--- config.mk ---
export PLATFORM = sky130hd
export DESIGN_NAME = tdm_frame_demux
export DESIGN_NICKNAME = d
export VERILOG_FILES = /design/src/rtl/tdmx_pkg.sv /design/src/rtl/tdmx_shifter.sv /design/src/rtl/tdmx_pos_counter.sv /design/src/rtl/tdmx_align_fsm.sv /design/src/rtl/tdm_frame_demux.sv
export SDC_FILE = /design/constraint.sdc
export NUM_CORES = 1
export LEC_CHECK = 0
export BUFFER_PORTS_ARGS = -buffer_cell sky130_fd_sc_hd__buf_2
export CORE_MARGIN = 2
export CORE_UTILIZATION = 56
export DETAILED_ROUTE_END_ITERATION = 12
export PLACE_DENSITY_LB_ADDON = 0.1
export REMOVE_ABC_BUFFERS = 1
export SYNTH_ARGS = -nofsm -noshare
export SYNTH_HDL_FRONTEND = slang
export SYNTH_HIERARCHICAL = 1
export SYNTH_SLANG_ARGS = --single-unit
--- constraint.sdc ---
create_clock -name clk -period 3 [get_ports clk]
set_clock_uncertainty 0.2 [all_clocks]
set_input_delay 0.3 -clock clk [delete_from_list [all_inputs] [get_ports clk]]
set_output_delay 0.3 -clock clk [all_outputs]
set_load 0.05 [all_outputs]
--- src/rtl/tdmx_pkg.sv ---
package tdmx_pkg;
  typedef enum logic [1:0] {
    ST_HUNT    = 2'd0,
    ST_CANDID  = 2'd1,
    ST_LOCKED  = 2'd2
  } align_state_e;

  // next bit position within a frame, wrapping at frame_bits
  function automatic int unsigned pos_step(int unsigned pos, int unsigned frame_bits);
    return (pos + 1 == frame_bits) ? 0 : pos + 1;
  endfunction

  // true when a slot number is a payload slot
  function automatic bit slot_is_payload(int unsigned slot, int unsigned sig_slot);
    return (slot != 0) && (slot != sig_slot);
  endfunction
endpackage

--- src/rtl/tdmx_shifter.sv ---
module tdmx_shifter #(
  parameter int unsigned WIDTH = 8
) (
  input  logic             clk,
  input  logic             rst_n,
  input  logic             en,
  input  logic             din,
  output logic [WIDTH-1:0] window
);
  logic [WIDTH-1:0] q;

  // window is the byte including the bit being taken this cycle, MSB first
  assign window = {q[WIDTH-2:0], din};

  always_ff @(posedge clk or negedge rst_n) begin
    if (!rst_n)  q <= '0;
    else if (en) q <= window;
  end
endmodule

--- src/rtl/tdmx_pos_counter.sv ---
module tdmx_pos_counter #(
  parameter int unsigned FRAME_BITS = 256,
  parameter int unsigned LOAD_VAL   = 8,
  localparam int unsigned POS_W     = $clog2(FRAME_BITS)
) (
  input  logic             clk,
  input  logic             rst_n,
  input  logic             en,
  input  logic             load,
  output logic [POS_W-1:0] pos
);
  import tdmx_pkg::*;

  always_ff @(posedge clk or negedge rst_n) begin
    if (!rst_n)      pos <= '0;
    else if (en) begin
      if (load) pos <= POS_W'(LOAD_VAL);
      else      pos <= POS_W'(pos_step(int'(pos), FRAME_BITS));
    end
  end

  assert_hold_when_idle_R10: assert property (@(posedge clk) disable iff (!rst_n)
    !en |=> $stable(pos));
endmodule

--- src/rtl/tdmx_align_fsm.sv ---
module tdmx_align_fsm #(
  parameter int unsigned MISS_LIMIT = 3,
  localparam int unsigned MISS_W    = $clog2(MISS_LIMIT + 1)
) (
  input  logic clk,
  input  logic rst_n,
  input  logic en,
  input  logic match,
  input  logic at_ts0_end,
  output logic load_pos,
  output logic locked
);
  import tdmx_pkg::*;

  align_state_e      state_q, state_d;
  logic [MISS_W-1:0] miss_q, miss_d;
  logic              last_miss;

  assign last_miss = (miss_q == MISS_W'(MISS_LIMIT - 1));
  assign load_pos  = en && (state_q == ST_HUNT) && match;
  assign locked    = (state_q == ST_LOCKED);

  always_comb begin
    state_d = state_q;
    miss_d  = miss_q;
    if (en) begin
      unique case (state_q)
        ST_HUNT:   if (match) state_d = ST_CANDID;
        ST_CANDID: if (at_ts0_end) begin
          state_d = match ? ST_LOCKED : ST_HUNT;
          miss_d  = '0;
        end
        ST_LOCKED: if (at_ts0_end) begin
          if (match) miss_d = '0;
          else if (last_miss) begin
            state_d = ST_HUNT;
            miss_d  = '0;
          end else miss_d = miss_q + 1'b1;
        end
        default:   state_d = ST_HUNT;
      endcase
    end
  end

  always_ff @(posedge clk or negedge rst_n) begin
    if (!rst_n) begin
      state_q <= ST_HUNT;
      miss_q  <= '0;
    end else begin
      state_q <= state_d;
      miss_q  <= miss_d;
    end
  end

  assert_lock_needs_confirm_R2: assert property (@(posedge clk) disable iff (!rst_n)
    $rose(locked) |-> $past(state_q == ST_CANDID && en && at_ts0_end && match));
  assert_loss_after_limit_R5: assert property (@(posedge clk) disable iff (!rst_n)
    $fell(locked) |-> $past(en && at_ts0_end && !match && last_miss));
  assert_no_hunt_to_lock_R3: assert property (@(posedge clk) disable iff (!rst_n)
    (state_q == ST_HUNT) |=> !locked);
endmodule

--- src/rtl/tdm_frame_demux.sv ---
module tdm_frame_demux #(
  parameter int unsigned SLOT_BITS  = 8,
  parameter int unsigned SLOTS      = 32,
  parameter int unsigned SIG_SLOT   = 16,
  parameter int unsigned MISS_LIMIT = 3,
  parameter logic [7:0]  ALIGN_WORD = 8'h1B,
  localparam int unsigned FRAME_BITS = SLOTS * SLOT_BITS,
  localparam int unsigned POS_W      = $clog2(FRAME_BITS),
  localparam int unsigned BIT_W      = $clog2(SLOT_BITS),
  localparam int unsigned SLOT_W     = $clog2(SLOTS)
) (
  input  logic                 clk,
  input  logic                 rst_n,
  input  logic                 ser_bit,
  input  logic                 ser_valid,
  output logic                 in_lock,
  output logic                 ch_valid,
  output logic [SLOT_W-1:0]    ch_idx,
  output logic [SLOT_BITS-1:0] ch_data,
  output logic                 sig_valid,
  output logic [SLOT_BITS-1:0] sig_data
);
  import tdmx_pkg::*;

  logic [SLOT_BITS-1:0] window;
  logic [POS_W-1:0]     pos;
  logic [SLOT_W-1:0]    slot;
  logic                 match, at_ts0_end, byte_end, load_pos;
  logic                 take_payload, take_sig;

  tdmx_shifter #(.WIDTH(SLOT_BITS)) u_shift (
    .clk(clk), .rst_n(rst_n), .en(ser_valid), .din(ser_bit), .window(window));

  tdmx_pos_counter #(.FRAME_BITS(FRAME_BITS), .LOAD_VAL(SLOT_BITS)) u_pos (
    .clk(clk), .rst_n(rst_n), .en(ser_valid), .load(load_pos), .pos(pos));

  tdmx_align_fsm #(.MISS_LIMIT(MISS_LIMIT)) u_fsm (
    .clk(clk), .rst_n(rst_n), .en(ser_valid), .match(match),
    .at_ts0_end(at_ts0_end), .load_pos(load_pos), .locked(in_lock));

  // named events, visible to assertions
  assign match        = (window == ALIGN_WORD[SLOT_BITS-1:0]);
  assign slot         = pos[POS_W-1:BIT_W];
  assign byte_end     = (pos[BIT_W-1:0] == {BIT_W{1'b1}});
  assign at_ts0_end   = (pos == POS_W'(SLOT_BITS - 1));
  assign take_payload = ser_valid && in_lock && byte_end &&
                        slot_is_payload(int'(slot), SIG_SLOT);
  assign take_sig     = ser_valid && in_lock && byte_end &&
                        (slot == SLOT_W'(SIG_SLOT));

  always_ff @(posedge clk or negedge rst_n) begin
    if (!rst_n) begin
      ch_valid  <= 1'b0;
      ch_idx    <= '0;
      ch_data   <= '0;
      sig_valid <= 1'b0;
      sig_data  <= '0;
    end else begin
      ch_valid  <= take_payload;
      sig_valid <= take_sig;
      if (take_payload) begin
        ch_idx  <= slot;
        ch_data <= window;
      end
      if (take_sig) sig_data <= window;
    end
  end

  assert_strobe_only_locked_R6: assert property (@(posedge clk) disable iff (!rst_n)
    (ch_valid || sig_valid) |-> in_lock);
  assert_sig_apart_R8: assert property (@(posedge clk) disable iff (!rst_n)
    !(ch_valid && sig_valid));
  assert_idx_payload_R7: assert property (@(posedge clk) disable iff (!rst_n)
    ch_valid |-> (ch_idx != '0 && ch_idx != SLOT_W'(SIG_SLOT)));
  assert_single_pulse_R7: assert property (@(posedge clk) disable iff (!rst_n)
    ch_valid |=> !ch_valid);
  assert_payload_keeps_lock_R4: assert property (@(posedge clk) disable iff (!rst_n)
    (in_lock && ser_valid && match && !at_ts0_end) |=> in_lock);
endmodule

[Word level (Yosys, flattened, before mapping)]
Cells that the tools add are included.
Storage, ports and cells
  register bits: 42
  output and inout bits: 24
  input port bits: 4
  logic and storage cells: 51
Cells by class
  reduce and logical (&&, ||, !) cells: 12
  eq/ne operators: 14
  multiplexer cells: 14
  $add $sub $neg: 2
Operators by type and width (number)
  $mux W2: 10
  $mux W8: 2
  $add A8 B1 Y9 const B: 1
  $eq A9 B9 Y1 const B: 1
  $eq A8 B3 Y1 const B: 1
  $eq A8 B5 Y1 const B: 1
  $logic_and A1 B1 Y1: 7
  $ne A2 B1 Y1 const B: 3
  $pmux W2 S3: 1
  $reduce_and A6 Y1: 1
  $eq A5 B5 Y1 const B: 1
  $ne A5 B5 Y1 const B: 1
  $reduce_bool A5 Y1: 1
  $eq A2 B2 Y1 const B: 2
  $ne A2 B2 Y1 const B: 2
  $pmux W2 S2: 1
  $reduce_and A4 Y1: 1
  $eq A3 B3 Y1 const B: 1
  $add A2 B1 Y2 const B: 1
  $eq A2 B1 Y1 const B: 1
  $logic_not A2 Y1: 1
  $reduce_bool A2 Y1: 1

[Depth between registers and ports, before layout]
Gate-level depths: netlist (run 1).
  depth in word-level cells: 5
  mapped depth: 8
  gate-level depth less buffers: 7

[Modules after synthesis]
Netlist (run 1), hierarchy kept.
Modules (own cells, without submodules)
  tdm_frame_demux: area each 958.4 um^2, seq. area each 575.6 um^2, cells each 60, instances 1
  tdmx_pos_counter: area each 456.7 um^2, seq. area each 200.2 um^2, cells each 47, instances 1
  tdmx_shifter: area each 299.0 um^2, seq. area each 175.2 um^2, cells each 16, instances 1
  tdmx_align_fsm: area each 215.2 um^2, seq. area each 100.1 um^2, cells each 23, instances 1

[Worst setup path before layout (run 1)]
No wires, ideal clock.
  kind: register -> register
  from: reg u_shift.q[1]
  to: reg u_pos.pos[7]
  arrival: 2063 ps
  library setup time: 126 ps
  path buffers: 0
  stages on the path, launching flop included: 8
  clock period less this slack: 2389 ps
  setup slack: 611 ps
  required time: 2674 ps
  cells stage by stage: dfrtp_1 -> nand2b_1 -> nor4_1 -> nand2_1 -> nor3_1 -> nor2_1 -> and4_1 -> a311o_1
Between the ends
  longest elaborated chain between the ends: 3
RTL lines
  start: declaration: line tdmx_shifter.sv:10  | logic [WIDTH-1:0] q;
  start signal: assignment: line tdmx_shifter.sv:17  | else if (en) q <= window;
  $eq A8 B5 Y1: line tdm_frame_demux.sv:42  | assign match = (window == ALIGN_WORD[SLOT_BITS-1:0]);
  named net match: line tdm_frame_demux.sv:28  | logic match, at_ts0_end, byte_end, load_pos;
  $logic_and A1 B1 Y1: line tdmx_align_fsm.sv:20  | assign load_pos = en && (state_q == ST_HUNT) && match;
  named net load_pos: line tdm_frame_demux.sv:28
  $mux W8: line tdmx_pos_counter.sv:17  | if (load) pos <= POS_W'(LOAD_VAL);
  end signal: assignment: line tdmx_pos_counter.sv:17
  end signal: assignment: line tdmx_pos_counter.sv:18  | else pos <= POS_W'(pos_step(int'(pos), FRAME_BITS));
  end: declaration: line tdmx_pos_counter.sv:10  | output logic [POS_W-1:0] pos
The timed path passes the listed nets, and every way through them passes these cells.
A chain may end at the register's enable or synchronous reset.

[Final worst setup path (run 1)]
Same ends and word-level chain as after synthesis.

==> results of run 1 <==
[worst max-delay path: stages, from the launching register on]
cell and delay [ns]:
dfrtp_1 0.43, nand2b_1 0.17, nor4_1 0.51, nand2_1 0.15
nor3_1 0.22, nor2_1 0.07, and4_1 0.19, a311o_1 0.31
[Yosys cell counts (2+ instances only)]
cell	n
dfrtp_1	42
mux2_2	14
mux2_4	14
inv_1	9
nand2_1	7
nor2_1	5
nand2b_1	3
nand3_1	3
nor2b_1	3
o21ai_0	3
o22ai_1	3
and2_1	2
buf_6	2
mux2i_1	2
nor3_1	2
o21ai_1	2
o2bb2ai_1	2
[flip-flops by register name, summed over array words and instances (netlist names)]
| name | count |
|---|---|
| ch_valid | 1 |
| ch_data | 8 |
| u_shift/q | 7 |
| sig_data | 8 |
| u_fsm/state_q | 2 |
| ch_idx | 5 |
| u_fsm/miss_q | 2 |
| sig_valid | 1 |
| u_pos/pos | 8 |
[metal layers]
| layer | wire length, µm | up-vias |
|---|---|---|
| met2 | 1752 | 29 |
| met3 | 133 | 4 |
| met4 | 37 | 0 |
| met1 | 1468 | 601 |
| li1 | - | 591 |
| met5 | 0 | - |
[where the power goes]
group / internal, µW / switching (µW)
registers: 620 / 80.9
logic: 108 / 77.4
clock network: 177 / 166
total: 905 / 324
[metrics by stage]
step / util / hold WS [ns] / total power, µW / setup WS [ns] / area, µm²
after global placement: 0.6311 / 0.2684 / 886.3 / 0.7266 / 2090
after floorplan: - / -0.1956 / 833.3 / 0.6032 / 1874
final: 0.6568 / 0.05037 / 1229 / 0.6396 / 2175
after CTS: 0.6568 / 0.03285 / 1245 / 0.6044 / 2175
after global routing: 0.6568 / 0.02475 / 1306 / 0.4166 / 2175
after detailed placement: 0.6311 / 0.2770 / 897.6 / 0.6334 / 2090
[worst paths after layout]
check                                to  cells after the start          from  slack [ns]
max                        u_pos/pos[7]                      7  u_shift/q[1]        0.64
min reg2reg                 sig_data[3]                      1   sig_data[3]        0.31
max reg2reg                u_pos/pos[7]                      7  u_shift/q[1]        0.64
max in group asynchronous  u_pos/pos[2]                      2         rst_n        1.62
min                        u_shift/q[0]                      2       ser_bit        0.05
min in group asynchronous    ch_data[4]                      2         rst_n        0.43
[kinds of logic after synthesis]
logic type,Yosys count,synth area share
multiplexers,31,0.2069
buffers and inverters,14,0.04604
XOR/XNOR,1,0.004540
adder cells (fa/ha/maj),1,0.006484
AO/OA/AOI/OAI,16,0.05707
AND/OR/NAND/NOR,41,0.1343
flip-flops,42,0.5447
[final cells by class]
class / count / area, µm²
multi-input cells: 90 / 789.5
flip-flops and latches: 42 / 1051
clock buffers: 7 / 45.04
clock inverters: 1 / 30.03
inverters: 9 / 33.78
well taps: 46 / 57.56
repair buffers: 31 / 167.7
fillers: 269 / 1136
[cell usage in the layout (no fill, tap or decap), types with 2 or more instances in the layout]
cell type	n
mux2_4	14
dfrtp_1	42
buf_4	3
nand2b_1	3
nor3_1	2
nand2_1	7
inv_1	9
o21ai_1	2
mux2_2	14
clkbuf_4	5
o2bb2ai_1	2
and2_1	2
o21ai_0	3
buf_2	27
clkbuf_1	2
mux2i_1	2
o22ai_1	3
nor2_1	5
nand3_1	3
nor2b_1	3
[timing repair]
item,in CTS,in global routing
endpoints found under the hold margin,42,0
gates resized for setup,0,0
hold buffers,1,0
==> results.toml, run 1 <==
[status]
status = "completed"

[floorplanning]
die_height_um = 62.70
io_pins = 28
start_util = 0.5828
core-area_mm2 = 0.003311
rows = 21
dieWidth_um = 62.70
dieArea_mm2 = 0.003931

[setup_path]
crit_required_ns = 3.03
cp_max_fo = 5
start_kind = "flip-flop"
endpoint_kind = "flip-flop"
critPathKind = "reg2reg"
cp.arrival_ns = 2.39

[synth]
synth_async_sr_flop_share = 1.000
yosys_register_bits = 42
synth-main-ff-cell = "dfrtp_1"
ys_warn_count = 6
synth-edff-count = 0
synth.largest_area_cell = "dfrtp_1"
synth.top_cell.area_share = 0.5447
ys_seq_area_frac = 0.5447
synthCells = 146
ys_types = 45
synthesis.area_mm2 = 0.001929
avgSynthCellArea_um2 = 13.21
synth_area_leaders = "dfrtp_1 54%, mux2_4 11%, mux2_2 8.2%, inv_1 1.8%, nand2_1 1.4%"

[sta]
period_share = 0.7868
fin_setup_tns_ns = 0
grt_setup_unrepaired = "no"
period_needed_ns = 2.360
fmax_mhz = 423.7
setup_viol = 0
maxSlewViolCount = 0
worstMarginPinSlew_ns = 0.8956
relSlewSlack = 0.4029
hold_viol = 0

[grt]
grt_pass1_vias = 1216
grt_max_degree = 43
grt_util_met2 = 0.3266
grt-ovfl-total = 0
track_usage = 0.1897
grt_first_pass_wirelength_mm = 5.713
busiest_layer = "met2"
met1_usage = 0.2276
grtUsageMet3 = 0.05405
antenna_found_initial = 0

[power]
p_per_area_mw_per_mm2 = 565.3
cellLeakagePower_uw = 0.001142
irDropWorstVdd_mv = 0.4764

[hold_path]
min_path_type = "in2reg"

[drt]
drtIter0Drc = 47
viasPerCell = 5.420
drtAntennaViolNets = 0
wl_per_cell_um = 15.00
finalWirelength_mm = 3.391
num_vias = 1225
firstDrtPassIters = 4
drc = 0

[clocking]
clockRootBuffer = "clkbuf_4"
cts_setup_buffers = 0
worstSkewPairLatency_ns = 0.34
cts_tree = "done"
clock_path_buffers = 2
cts_buffers = 5
htreeDepth = 2
clock-sinks = 42
clkSlewWorstSetupHoldPaths_ns = 0.11

[finish]
drive_gt1_frac = 0.3889
final_cells = 226
antenna_cells = 0
area_growth_pct = 12.71
layout.nets = 184

[placement]
placedCellCount = 217
place_hpwl_mm = 2.405
gp_congestion = 0.8340
port_buffers = 27

[run]
max_cap_violations = 0
Power figures use the tool's default switching activity.
==> run 2: changes to the inputs <==
--- a/config.mk
+++ b/config.mk
@@ -5,6 +5,7 @@
 export SDC_FILE = /design/constraint.sdc
 export NUM_CORES = 1
 export LEC_CHECK = 0
+export ABC_AREA = 1
 export BUFFER_PORTS_ARGS = -buffer_cell sky130_fd_sc_hd__buf_2
 export CORE_MARGIN = 2
 export CORE_UTILIZATION = 56
==> constraint.sdc (replaced) <==
create_clock -name clk -period 2.2 [get_ports clk]
set_clock_uncertainty 0.2 [all_clocks]
set_input_delay 0.22 -clock clk [delete_from_list [all_inputs] [get_ports clk]]
set_output_delay 0.22 -clock clk [all_outputs]
set_load 0.05 [all_outputs]
==> run 2 against run 1 <==
Synthesized cell count is 57% higher. Wire length is 1.2% higher. Register-to-register slack worse by 0.36 ns. Clock power is 1% higher. Via count is 24% higher.
==> results.toml, run 2 <==
[clocking]
cts_tree = "done"
htreeDepth = 2
clock_path_buffers = 2
clock-sinks = 42
clkSlewWorstSetupHoldPaths_ns = 0.11
worstSkewPairLatency_ns = 0.34
clockRootBuffer = "clkbuf_4"
cts_buffers = 5

[setup_path]
rr_startpoint = "u_shift/q[1]"
start_kind = "input port"
worstPathCellList = "dlygate4sd3_1 -> buf_2 -> nand4_1 -> nor2_1 -> inv_1 -> a21boi_2 -> nand2_1 -> inv_1 -> nor2_4 -> mux2_2"
reg2reg_depth = 9
cp.arrival_ns = 1.98
cp_max_fo = 8
r2r_slack_ns = 0.28
r2r-end = "u_pos/pos[0]"
crit_required_ns = 2.24
max_stage_delay_ns = 0.51
worst_path_most_repeated_cell = "inv_1"
crit_path_top_delay_cell = "dlygate4sd3_1"
critPathKind = "in2reg"
endpoint_kind = "flip-flop"

[floorplanning]
start_util = 0.5871
dieWidth_um = 63.38
core-area_mm2 = 0.003363
die_height_um = 63.38
dieArea_mm2 = 0.004016
rows = 21
io_pins = 28

[grt]
track_usage = 0.2030
grt-ovfl-total = 0
antenna_found_initial = 0
grt_pass1_vias = 1473
grt_first_pass_wirelength_mm = 6.410
grt_max_degree = 43

[hold_path]
min_path_type = "in2reg"
min_delay_worst_endpoint = "u_shift/q[0]"
whs_path_depth = 3
min_from = "ser_valid"

[finish]
reg_top3 = "ch_data (8), sig_data (8), u_pos/pos (8)"
final_common_cell = "nand2_1"
final_cell_mix = "92 x nand2_1, 42 x dfrtp_1, 27 x inv_1, 27 x buf_2, 18 x nand3_1"
final_cells = 308
design_area_mm2 = 0.002201
layout.nets = 267
drive_gt1_frac = 0.2328
antenna_cells = 0
area_growth_pct = 11.47

[power]
cellLeakagePower_uw = 0.001232
fin_total_pwr_uw = 1631
p_per_area_mw_per_mm2 = 741.0
irDropWorstVdd_mv = 0.5201

[sta]
worstMarginPinSlew_ns = 0.5036
maxSlewViolCount = 0
period_needed_ns = 1.940
relSlewSlack = 0.6643
fmax_mhz = 515.3
fin_setup_tns_ns = 0
setup_viol = 0
period_share = 0.8820
hold_viol = 0
grt_setup_unrepaired = "no"

[drt]
drc = 0
firstDrtPassIters = 4
wl_per_cell_um = 11.14
drtAntennaViolNets = 0
num_vias = 1517
drtIter0Drc = 96
finalWirelength_mm = 3.431
viasPerCell = 4.925

[synth]
yosysMostFrequentCell = "nand2_1"
synthTopCellsByCount = "92 x nand2_1, 42 x dfrtp_1, 27 x inv_1"
synthesis.area_mm2 = 0.001974
synth_async_sr_flop_share = 1.000
ys_warn_count = 6
synth_area_leaders = "dfrtp_1 53%, nand2_1 17%, inv_1 5.1%, o21ai_2 4.9%, nand3_1 4.6%"
ys_seq_area_frac = 0.5323
synth-edff-count = 0
yosys_register_bits = 42
avgSynthCellArea_um2 = 8.622
synth.top_cell.area_share = 0.5323
synthCells = 229
ys_types = 24
synth-main-ff-cell = "dfrtp_1"
synth.largest_area_cell = "dfrtp_1"

[run]
max_cap_violations = 0

[placement]
dpl_cell_area_mm2 = 0.002133
place_hpwl_mm = 2.430
placedCellCount = 299
port_buffers = 27
gp_congestion = 0.7860

[status]
status = "completed"
run 2: cell count changes after synthesis, sizes merged, moves of 3 or more:
cell,delta
nand3,+16
nand2,+89
mux2,-28
o21ai,+10
inv,+19
nor2b,-3
nor2,+7
o22ai,-3
and2,-3
nand2b,-3
run 2: cells by family after synthesis:
family	after synthesis	share of synthesized area
AO/OA/AOI/OAI	18	0.07287
XOR/XNOR	1	0.004437
adder cells (fa/ha/maj)	1	0.006336
buffers and inverters	33	0.07794
flip-flops	42	0.5323
multiplexers	1	0.005703
AND/OR/NAND/NOR	133	0.3004
run 2: layout make-up:
cell class,instances,area [µm²]
clock inverters,2,10.01
repair buffers,31,170.2
clock buffers,5,37.54
well taps,46,57.56
inverters,28,105.1
fillers,319,1162
multi-input cells,154,769.5
flip-flops and latches,42,1051
run 2: critical path: cells and delay by family:
family / cells / cell delay [ns]
and+or+nand+nor: 4 / 0.43
muxes: 1 / 0.27
buffers and inverters: 4 / 0.85
AOI/OAI and AO/OA: 1 / 0.20
run 2: through the flow:
step                      utilization  hold slack, ns  setup WS [ns]
after floorplan                     -         -0.2756         0.1929
after global placement         0.6343          0.1146         0.3628
after detailed placement       0.6343          0.1125         0.2943
after CTS                      0.6544         0.02022         0.2633
after global routing           0.6544         0.04285        0.06830
final                          0.6544         0.03441         0.2596
run 2: power by group:
| part | switching [µW] | total, µW | internal, µW | leakage, µW |
|---|---|---|---|---|
| clock | 233 | 348 | 115 | 0.0000308 |
| combinational | 204 | 323 | 118 | 0.000639 |
| sequential | 111 | 960 | 850 | 0.000562 |
| total | 548 | 1630 | 1080 | 0.00123 |
run 2: worst max path at each step:
| stage | from | end | slack (ns) | depth (start not counted) |
|---|---|---|---|---|
| finish | ser_bit | u_pos/pos[0] | 0.26 | 10 |
| global placement | u_shift/q[1] | u_pos/pos[0] | 0.36 | 9 |
| global route | u_shift/q[5] | u_pos/pos[0] | 0.07 | 9 |
| CTS | ser_bit | u_pos/pos[0] | 0.26 | 10 |
| floorplan | u_fsm/state_q[0] | ch_data[0] | 0.19 | 8 |
| detailed placement | u_shift/q[1] | u_pos/pos[0] | 0.29 | 9 |
run 2: per-layer routing:
layer  vias to the layer above  routed length (µm)  GRT usage
li1                        776                   -          -
met4                         0                  89     0.1005
met2                        33                1560     0.3316
met5                         -                   0          0
met1                       698                1626     0.2596
met3                        10                 155    0.03750
run 2: repair_timing:
item | 4_1_cts | 5_1_grt
hold buffers | 2 | 0
resized for setup | 0 | 0
buffers inserted | 0 | 0
endpoints found under the hold margin | 45 | 0
==> run 3: changes to the inputs <==
--- a/config.mk
+++ b/config.mk
@@ -7,7 +7,7 @@
 export LEC_CHECK = 0
 export ABC_AREA = 1
 export BUFFER_PORTS_ARGS = -buffer_cell sky130_fd_sc_hd__buf_2
-export CORE_MARGIN = 2
+export CORE_MARGIN = 4
 export CORE_UTILIZATION = 56
 export DETAILED_ROUTE_END_ITERATION = 12
 export PLACE_DENSITY_LB_ADDON = 0.1
==> run 3 against run 2 <==
Sequential power hardly changed. Wire length is 2.2% higher. Design area rose by 1.4%. Total power is 7.8% higher. Combinational power fell by 1%. Fmax shrank 0.72%. Register-to-register slack worse by 0.02 ns. Worst setup slack got worse by 0.014 ns. Global-route usage fell by 2.3 points. Clock-buffer cell count up 1. Critical path depth unchanged. Critical path type unchanged.
==> results.toml, run 3 (synthesized netlist as in run 2, its figures left out) <==
[run]
max_cap_violations = 0

[clocking]
clkSlewWorstSetupHoldPaths_ns = 0.12
cts_buffers = 5
clockRootBuffer = "clkbuf_4"
cts_tree = "done"
clock-sinks = 42
clock_path_buffers = 2
cts_setup_buffers = 0
htreeDepth = 2
worstSkewPairLatency_ns = 0.35

[drt]
drtAntennaViolNets = 0
drc = 0
drtIter0Drc = 91
viasPerCell = 4.926
num_vias = 1522
finalWirelength_mm = 3.508
wl_per_cell_um = 11.35
firstDrtPassIters = 4

[grt]
grt_first_pass_wirelength_mm = 6.065
grt_max_degree = 43
antenna_found_initial = 0
track_usage = 0.1804
grt-ovfl-total = 0
grt_pass1_vias = 1335

[hold_path]
min_path_type = "in2reg"
whs_path_depth = 3

[sta]
setup_viol = 0
hold_viol = 0
period_share = 0.8884
relSlewSlack = 0.6546
fmax_mhz = 511.6
maxSlewViolCount = 0
fin_setup_tns_ns = 0
worstMarginPinSlew_ns = 0.5181
grt_setup_unrepaired = "no"
period_needed_ns = 1.954

[power]
cellLeakagePower_uw = 0.001239
p_per_area_mw_per_mm2 = 787.5
irDropWorstVdd_mv = 0.4795

[floorplanning]
die_height_um = 67.38
core-area_mm2 = 0.003363
rows = 21
dieWidth_um = 67.38
io_pins = 28
start_util = 0.5871
dieArea_mm2 = 0.004539

[placement]
place_hpwl_mm = 2.493
placedCellCount = 299
port_buffers = 27
gp_congestion = 0.8491
dpl_cell_area_mm2 = 0.002133

[setup_path]
crit_family = "buffers and inverters"
worstPathCellList = "dlygate4sd3_1 -> buf_2 -> nand4_1 -> nor2_1 -> inv_1 -> a21boi_2 -> nand2_1 -> inv_1 -> nor2_4 -> mux2_2"
critPathKind = "in2reg"
reg2reg_depth = 9
cp_max_fo = 8
max_stage_delay_ns = 0.52
crit_required_ns = 2.25
r2r_slack_ns = 0.26
cp.arrival_ns = 2.00
start_kind = "input port"
crit_buf_inv = 4
worst_path_most_repeated_cell = "inv_1"
cp_num_cells = 10
crit_path_top_delay_cell = "dlygate4sd3_1"
endpoint_kind = "flip-flop"

[finish]
final_cells = 309
area_growth_pct = 13.05
design_area_mm2 = 0.002232
layout.nets = 267
final_common_cell = "nand2_1"
reg_top3 = "ch_data (8), sig_data (8), u_pos/pos (8)"
drive_gt1_frac = 0.2319
final_cell_mix = "92 x nand2_1, 42 x dfrtp_1, 27 x inv_1, 27 x buf_2, 18 x nand3_1"
antenna_cells = 0

[status]
status = "completed"
==> run 3: changes by cell type in the layout (fill, tap and decap cells not counted) <==
cell,delta
clkinv_2,-2
bufinv_16,+1
clkbuf_1,+1
clkinvlp_4,+1
==> run 3: through the flow <==
step | setup WS [ns] | power (µW) | util | hold WS [ns]
CTS | 0.2654 | 1786 | 0.6637 | 0.007840
floorplan | 0.1929 | 1205 | - | -0.2756
global placement | 0.3650 | 1288 | 0.6343 | 0.1153
detailed placement | 0.2922 | 1295 | 0.6343 | 0.1112
global route | 0.1246 | 1888 | 0.6637 | 0.003916
finish | 0.2455 | 1758 | 0.6637 | 0.02522
==> run 3: final timing paths <==
kind | from | to
setup / recovery | ser_bit | u_pos/pos[0]
hold / removal | ser_valid | u_shift/q[0]
setup reg to reg | u_shift/q[5] | u_pos/pos[0]
hold reg to reg | sig_data[1] | sig_data[1]
max in group asynchronous | rst_n | ch_idx[4]
min in group asynchronous | rst_n | ch_idx[3]
==> run 3: metal layers <==
layer / GRT usage / vias up / share of wire
met1: 0.2259 / 705 / 0.45
li1: - / 776 / -
met3: 0.04992 / 5 / 0.054
met4: 0.07595 / 0 / 0.017
met2: 0.2933 / 36 / 0.48
met5: 0 / - / 0
==> run 3: final cells by class <==
type,count,area [µm²]
fill,304,1131
timing repair buffer,31,170.2
clock buffer,6,41.29
clock inverter,2,37.54
multi-input combinational,154,769.5
inverter,28,105.1
tap,46,57.56
sequential,42,1051
==> run 3: repair_timing <==
item                      4_1_cts  5_1_grt
hold buffers                    2        0
hold endpoints to repair       45        0
resized for setup               0        0
==> run 3: tightest hold or removal path, cell delays in order <==
cell	delay (ns)
buf_2	0.19
nand2_1	0.09
nand2_1	0.05
==> run 3: power by group <==
part           switching [µW]  internal [µW]
sequential                108            850
combinational             201            118
clock                     241            240
